$ cat src/rtl/lcdr_pkg.sv
package lcdr_pkg;

    localparam int unsigned DW   = 32;
    localparam int unsigned SZ_W = 10;

    localparam logic [7:0] OFF_CTRL = 8'h00;
    localparam logic [7:0] OFF_T0   = 8'h04;
    localparam logic [7:0] OFF_T1   = 8'h08;
    localparam logic [7:0] OFF_T2   = 8'h0C;
    localparam logic [7:0] OFF_STAT = 8'h10;
    localparam logic [7:0] OFF_SUBP = 8'h14;

    localparam logic [DW-1:0] CTRL_KEEP = 32'h01CF_F300;
    localparam logic [DW-1:0] CTRL_ONES = 32'hFE00_0C34;
    localparam logic [DW-1:0] T0_ONES   = 32'h0000_000F;
    localparam logic [DW-1:0] T2_ONES   = 32'hFC00_0000;
    localparam logic [DW-1:0] SUBP_KEEP = 32'hA1FF_FFFF;

    typedef enum logic [2:0] {
        SEL_CTRL, SEL_T0, SEL_T1, SEL_T2, SEL_STAT, SEL_SUBP, SEL_NONE
    } sel_e;

    typedef struct packed {
        logic [1:0]         load_mode;
        logic               tft;
        logic [1:0]         irq_mask;
        logic               mono;
        logic               enable;
        logic [DW-1:0]      ctrl_misc;
        logic [SZ_W-1:0]    width_m1;
        logic [DW-SZ_W-1:0] t0_hi;
        logic [SZ_W-1:0]    height_m1;
        logic [DW-SZ_W-1:0] t1_hi;
        logic [DW-1:0]      t2;
        logic [DW-1:0]      subpanel;
    } cfg_t;

    typedef struct packed {
        logic fd;
        logic pd;
        logic se;
    } flags_t;

    function automatic sel_e decode(input logic [7:0] a);
        case (a)
            OFF_CTRL: return SEL_CTRL;
            OFF_T0:   return SEL_T0;
            OFF_T1:   return SEL_T1;
            OFF_T2:   return SEL_T2;
            OFF_STAT: return SEL_STAT;
            OFF_SUBP: return SEL_SUBP;
            default:  return SEL_NONE;
        endcase
    endfunction

endpackage

$ cat src/rtl/lcdr_cfg.sv
module lcdr_cfg
    import lcdr_pkg::*;
(
    input  logic          clk,
    input  logic          rst_n,
    input  logic          wr_i,
    input  sel_e          sel_i,
    input  logic [DW-1:0] wdata_i,
    input  logic          sync_err_i,
    output cfg_t          cfg_o,
    output logic          toggle_o
);

    typedef struct packed {
        cfg_t cfg;
        logic toggle;
    } state_t;

    state_t st_d, st_q;

    always_comb begin
        st_d        = st_q;
        st_d.toggle = 1'b0;
        if (wr_i) begin
            case (sel_i)
                SEL_CTRL: begin
                    st_d.cfg.load_mode = wdata_i[21:20];
                    st_d.cfg.tft       = wdata_i[7];
                    st_d.cfg.irq_mask  = wdata_i[4:3];
                    st_d.cfg.mono      = wdata_i[1];
                    st_d.cfg.ctrl_misc = wdata_i & CTRL_KEEP;
                    if (wdata_i[0] != st_q.cfg.enable) begin
                        st_d.cfg.enable = wdata_i[0];
                        st_d.toggle     = 1'b1;
                    end
                end
                SEL_T0: begin
                    st_d.cfg.width_m1 = wdata_i[SZ_W-1:0];
                    st_d.cfg.t0_hi    = wdata_i[DW-1:SZ_W];
                end
                SEL_T1: begin
                    st_d.cfg.height_m1 = wdata_i[SZ_W-1:0];
                    st_d.cfg.t1_hi     = wdata_i[DW-1:SZ_W];
                end
                SEL_T2:   st_d.cfg.t2       = wdata_i;
                SEL_SUBP: st_d.cfg.subpanel = wdata_i & SUBP_KEEP;
                default: ;
            endcase
        end
        if (sync_err_i) begin
            st_d.cfg.enable = 1'b0;
            st_d.toggle     = 1'b0;
        end
    end

    always_ff @(posedge clk) begin
        if (!rst_n) st_q <= '0;
        else        st_q <= st_d;
    end

    assign cfg_o    = st_q.cfg;
    assign toggle_o = st_q.toggle;

    a_r9_toggle_means_change: assert property (@(posedge clk) disable iff (!rst_n)
        st_q.toggle |-> (st_q.cfg.enable != $past(st_q.cfg.enable)));

    a_r12_sync_clears_enable: assert property (@(posedge clk) disable iff (!rst_n)
        sync_err_i |=> (!st_q.cfg.enable && !st_q.toggle));

endmodule

$ cat src/rtl/lcdr_status.sv
module lcdr_status
    import lcdr_pkg::*;
(
    input  logic       clk,
    input  logic       rst_n,
    input  logic       toggle_i,
    input  logic       enable_i,
    input  logic [1:0] load_mode_i,
    input  logic [1:0] irq_mask_i,
    input  logic       fd_set_i,
    input  logic       pd_set_i,
    input  logic       se_set_i,
    output flags_t     flags_o,
    output logic       irq_o
);

    flags_t fl_d, fl_q;

    always_comb begin
        fl_d = fl_q;
        if (toggle_i) begin
            if (enable_i) begin
                fl_d.fd = 1'b0;
                fl_d.pd = 1'b0;
            end else begin
                fl_d.se = 1'b0;
                if (load_mode_i != 2'd1) fl_d.fd = 1'b1;
            end
        end
        if (fd_set_i) fl_d.fd = 1'b1;
        if (pd_set_i) fl_d.pd = 1'b1;
        if (se_set_i) fl_d.se = 1'b1;
    end

    always_ff @(posedge clk) begin
        if (!rst_n) fl_q <= '0;
        else        fl_q <= fl_d;
    end

    assign flags_o = fl_q;
    assign irq_o   = (fl_q.fd & irq_mask_i[0]) | (fl_q.pd & irq_mask_i[1]) | fl_q.se;

    a_r11_sync_forces_irq: assert property (@(posedge clk) disable iff (!rst_n)
        se_set_i |=> irq_o);

    a_r10_enable_rise_clears: assert property (@(posedge clk) disable iff (!rst_n)
        (toggle_i && enable_i && !fd_set_i && !pd_set_i) |=> (!fl_q.fd && !fl_q.pd));

endmodule

$ cat src/rtl/lcdr_rdata.sv
module lcdr_rdata
    import lcdr_pkg::*;
(
    input  logic          clk,
    input  logic          rst_n,
    input  logic          req_i,
    input  logic          rd_i,
    input  sel_e          sel_i,
    input  cfg_t          cfg_i,
    input  flags_t        flags_i,
    output logic [DW-1:0] rdata_o,
    output logic          rvalid_o,
    output logic          err_o
);

    typedef struct packed {
        logic [DW-1:0] rdata;
        logic          rvalid;
        logic          err;
    } rd_t;

    rd_t rd_d, rd_q;
    logic [DW-1:0] word;

    always_comb begin
        word = '0;
        case (sel_i)
            SEL_CTRL: begin
                word        = cfg_i.ctrl_misc | CTRL_ONES;
                word[23]    = word[23] | cfg_i.tft;
                word[21:20] = word[21:20] | cfg_i.load_mode;
                word[7]     = word[7] | cfg_i.tft;
                word[4:3]   = word[4:3] | cfg_i.irq_mask;
                word[1]     = word[1] | cfg_i.mono;
                word[0]     = word[0] | cfg_i.enable;
            end
            SEL_T0:   word = {cfg_i.t0_hi, cfg_i.width_m1} | T0_ONES;
            SEL_T1:   word = {cfg_i.t1_hi, cfg_i.height_m1};
            SEL_T2:   word = cfg_i.t2 | T2_ONES;
            SEL_STAT: begin
                word[6] = flags_i.pd;
                word[2] = flags_i.se;
                word[0] = flags_i.fd;
            end
            SEL_SUBP: word = cfg_i.subpanel;
            default:  word = '0;
        endcase
    end

    always_comb begin
        rd_d        = rd_q;
        rd_d.rvalid = rd_i;
        rd_d.err    = req_i && (sel_i == SEL_NONE);
        if (rd_i) rd_d.rdata = word;
    end

    always_ff @(posedge clk) begin
        if (!rst_n) rd_q <= '0;
        else        rd_q <= rd_d;
    end

    assign rdata_o  = rd_q.rdata;
    assign rvalid_o = rd_q.rvalid;
    assign err_o    = rd_q.err;

    a_r8_bad_read_zero: assert property (@(posedge clk) disable iff (!rst_n)
        (rd_q.rvalid && rd_q.err) |-> (rd_q.rdata == '0));

endmodule

$ cat src/rtl/lcdr_regs.sv
module lcdr_regs
    import lcdr_pkg::*;
#(
    parameter int unsigned ADDR_W = 8
) (
    input  logic              clk,
    input  logic              rst_n,
    input  logic              req_i,
    input  logic              we_i,
    input  logic [ADDR_W-1:0] addr_i,
    input  logic [31:0]       wdata_i,
    output logic [31:0]       rdata_o,
    output logic              rvalid_o,
    output logic              err_o,
    input  logic              frame_done_i,
    input  logic              palette_done_i,
    input  logic              sync_err_i,
    output logic              irq_o,
    output logic              enable_o,
    output logic              en_toggle_o,
    output logic [1:0]        load_mode_o
);

    localparam int unsigned LOW_W = 8;

    sel_e   sel;
    cfg_t   cfg;
    flags_t flags;
    logic   toggle;
    logic   wr, rd, hi_zero;

    assign hi_zero = ((addr_i >> LOW_W) == '0);
    assign sel     = hi_zero ? decode(addr_i[LOW_W-1:0]) : SEL_NONE;
    assign wr      = req_i & we_i;
    assign rd      = req_i & ~we_i;

    lcdr_cfg u_cfg (
        .clk        (clk),
        .rst_n      (rst_n),
        .wr_i       (wr),
        .sel_i      (sel),
        .wdata_i    (wdata_i),
        .sync_err_i (sync_err_i),
        .cfg_o      (cfg),
        .toggle_o   (toggle)
    );

    lcdr_status u_status (
        .clk         (clk),
        .rst_n       (rst_n),
        .toggle_i    (toggle),
        .enable_i    (cfg.enable),
        .load_mode_i (cfg.load_mode),
        .irq_mask_i  (cfg.irq_mask),
        .fd_set_i    (frame_done_i),
        .pd_set_i    (palette_done_i),
        .se_set_i    (sync_err_i),
        .flags_o     (flags),
        .irq_o       (irq_o)
    );

    lcdr_rdata u_rdata (
        .clk      (clk),
        .rst_n    (rst_n),
        .req_i    (req_i),
        .rd_i     (rd),
        .sel_i    (sel),
        .cfg_i    (cfg),
        .flags_i  (flags),
        .rdata_o  (rdata_o),
        .rvalid_o (rvalid_o),
        .err_o    (err_o)
    );

    assign enable_o    = cfg.enable;
    assign en_toggle_o = toggle;
    assign load_mode_o = cfg.load_mode;

    a_r7_rvalid_after_read: assert property (@(posedge clk) disable iff (!rst_n)
        rvalid_o |-> $past(req_i && !we_i));

    a_r8_err_after_bad_offset: assert property (@(posedge clk) disable iff (!rst_n)
        err_o |-> $past(req_i && ((addr_i[1:0] != 2'b00) || (addr_i > ADDR_W'(8'h14)))));

endmodule

$ cat config.mk
export PLATFORM = sky130hd
export DESIGN_NAME = lcdr_regs
export DESIGN_NICKNAME = d
export VERILOG_FILES = /design/src/rtl/lcdr_pkg.sv /design/src/rtl/lcdr_cfg.sv /design/src/rtl/lcdr_status.sv /design/src/rtl/lcdr_rdata.sv /design/src/rtl/lcdr_regs.sv
export SDC_FILE = /design/constraint.sdc
export NUM_CORES = 1
export LEC_CHECK = 0
export BUFFER_PORTS_ARGS = -buffer_cell sky130_fd_sc_hd__buf_2
export CAP_MARGIN = 30
export CORE_UTILIZATION = 30
export DETAILED_ROUTE_END_ITERATION = 10
export SYNTH_ARGS = -nofsm -noshare
export SYNTH_HDL_FRONTEND = slang
export SYNTH_HIERARCHICAL = 1
export SYNTH_SLANG_ARGS = --single-unit
$ cat constraint.sdc
create_clock -name clk -period 2.2 [get_ports clk]
set_input_delay 0.11 -clock clk [delete_from_list [all_inputs] [get_ports clk]]
set_output_delay 0.11 -clock clk [all_outputs]
set_load 0.02 [all_outputs]
==> impl_metrics.json <==
{
  "path_cells": "buf_2, nor4b_1, and3_2, buf_12, or4b_1, buf_4, nor4b_1, dlygate4sd3_1",
  "setup-violations-final": 0,
  "num_antenna_cells": 0,
  "end_kind": "register",
  "row_count": 58,
  "postSynthCellCount": 829,
  "dp_hpwl_um": 13200,
  "critPathMaxFanout": 30,
  "p_comb_frac": 0.047,
  "gr-total-overflow": 0,
  "crit_cells": 8,
  "antenna_found_initial": 0,
  "crit_type": "input port to register",
  "io_pins": 86,
  "routabilityCongestion": 0.772,
  "cap_violations": 0,
  "required_ns": 2.58,
  "crit_buf_inv": 4,
  "fin_worst_skew_ns": 0.0110,
  "start_util": 0.304,
  "hp-class": "input port to register",
  "intPower_w": 0.00495,
  "clock_latency_ns": 0.44,
  "clk_pin_slew_ns": 0.07,
  "status": "completed",
  "root_buffer": "clkbuf_16",
  "portBuffers": 85,
  "crit_slowest_cell": "dlygate4sd3_1",
  "swShare": 0.227,
  "grt_start_max_net_pins": 84,
  "nFillCells": 2614,
  "switching_power_w": 0.00145,
  "finalSetupTns_ns": 0,
  "drc": 0,
  "wl_per_cell_um": 16.2,
  "fin_crit_sh": 0.970,
  "cp_data_arrival_time_ns": 2.51,
  "die_area_um2": 26100,
  "r2r_cells": 3,
  "grt_usage": 0.160,
  "ys.warnings.count": 6,
  "synth_area_um2": 7640,
  "antenna_left": 0,
  "cts_made_buffers": 17,
  "fin_crit_ns": 2.13,
  "p_per_area_nw_per_um2": 696,
  "clock_sinks": 171,
  "htree_levels": 4,
  "cts_tree": "done",
  "grt_pass1_vias": 5935,
  "grt_pass1_wl_um": 32600,
  "dr.pass1.iters": 5,
  "postPlaceCellArea_um2": 8490,
  "vias": 6036,
  "die_w_um": 162,
  "die_y_um": 162,
  "design_area_um2": 9210,
  "fin_nets": 963,
  "maxSlewViolCount": 0,
  "area_growth_pct": 20.6,
  "wirelength_um": 20300,
  "pwr-share-clk": 0.466,
  "vias_per_cell": 4.80,
  "drtIter0Drc": 394,
  "avgSynthCellArea_um2": 9.22,
  "slowest_delay_ns": 0.58,
  "rsz0062_at_grt": "false",
  "start_kind": "input port",
  "crit_top_cell": "nor4b_1",
  "critPathTopFamily": "simple AND/OR/NAND/NOR gates",
  "drive_above_1_share": 0.176,
  "max_freq_ghz": 0.469,
  "ir_worst_vdd_mv": 0.430,
  "cts_buffer_depth": 2,
  "max_slew_margin": 0.595,
  "core-area_um2": 25100,
  "seq_power_share": 0.487,
  "p_leak_nw": 4.04,
  "holdPathStages": 3,
  "hold_viol_final": 0,
  "max_slew.worst_pin.slew_ns": 0.607
}
[metal layers]
layer	vias up	part of all wire	GRT usage
met4	0	0.013	0.0459
met1	2875	0.49	0.219
met2	123	0.45	0.256
met3	19	0.040	0.0288
met5	-	0	0
li1	3019	-	-
[power by group through the flow]
stage / logic [W] / registers [W] / clock network [W]
2_1_floorplan: 0.000164 / 0.00319 / 0
3_3_place_gp: 0.000285 / 0.00319 / 0
3_5_place_dp: 0.000285 / 0.00319 / 0
4_1_cts: 0.000302 / 0.00312 / 0.00304
5_1_grt: 0.000327 / 0.00312 / 0.00317
6_report: 0.000300 / 0.00312 / 0.00299
[layout by cell type, fill, tap and decap left out, drive strengths merged, types with 9 or more instances in the layout]
master and count:
nand2 201, dfxtp 171, mux2i 164, buf 123
a21oi 31, o21ai 28, nor3 24, clkbuf 23
nor2 16, nor4b 14, dlygate4sd3 12, conb 12
o31ai 12, inv 12, nor2b 9
[worst min-delay path: stages]
cell	delay [ns]
buf_2	0.08
nand2_1	0.09
mux2i_1	0.13
[final cells by class]
type | count | area, um2 | area share
flip-flops and latches | 171 | 3420 | 0.372
multi-input cells | 580 | 3810 | 0.414
clock buffers | 23 | 468 | 0.0508
clock inverters | 8 | 113 | 0.0122
inverters | 11 | 41.3 | 0.00448
repair buffers | 135 | 937 | 0.102
well taps | 330 | 413 | 0.0448
[state kept, by name (all words and copies together), names as in the netlist]
signal / flops
u_cfg/cfg_o: 133
u_cfg/toggle_o: 1
u_rdata/rdata_o: 32
u_rdata/rvalid_o: 1
u_status/flags_o: 3
u_rdata/err_o: 1
[metrics by stage]
stage               power, W   util  hold WS, ns  setup slack [ns]  instances
floorplan            0.00336      -        0.186             0.556        840
global placement     0.00347  0.338        0.331             0.192       1213
CTS                  0.00646  0.366      0.00935            0.0989       1256
finish               0.00641  0.367       0.0132            0.0665       1258
detailed placement   0.00347  0.338        0.336             0.183       1213
global route         0.00662  0.367       0.0220           0.00291       1258
[worst paths after layout]
path	from	slack, ns	to
max reg2reg	u_cfg/cfg_o[160]	0.82	u_cfg/toggle_o
min reg2reg	u_cfg/cfg_o[96]	0.45	u_cfg/cfg_o[96]
max	addr_i[2]	0.07	u_cfg/toggle_o
min	wdata_i[11]	0.01	u_cfg/cfg_o[11]
[timing repair]
action                                 in CTS  in global routing
resized for setup                           0                  1
setup buffers                               0                  2
endpoints found under the hold margin      17                  0
hold buffers                               12                  0
setup endpoints to repair                   0                  1
(Power assumes the default switching activity.)
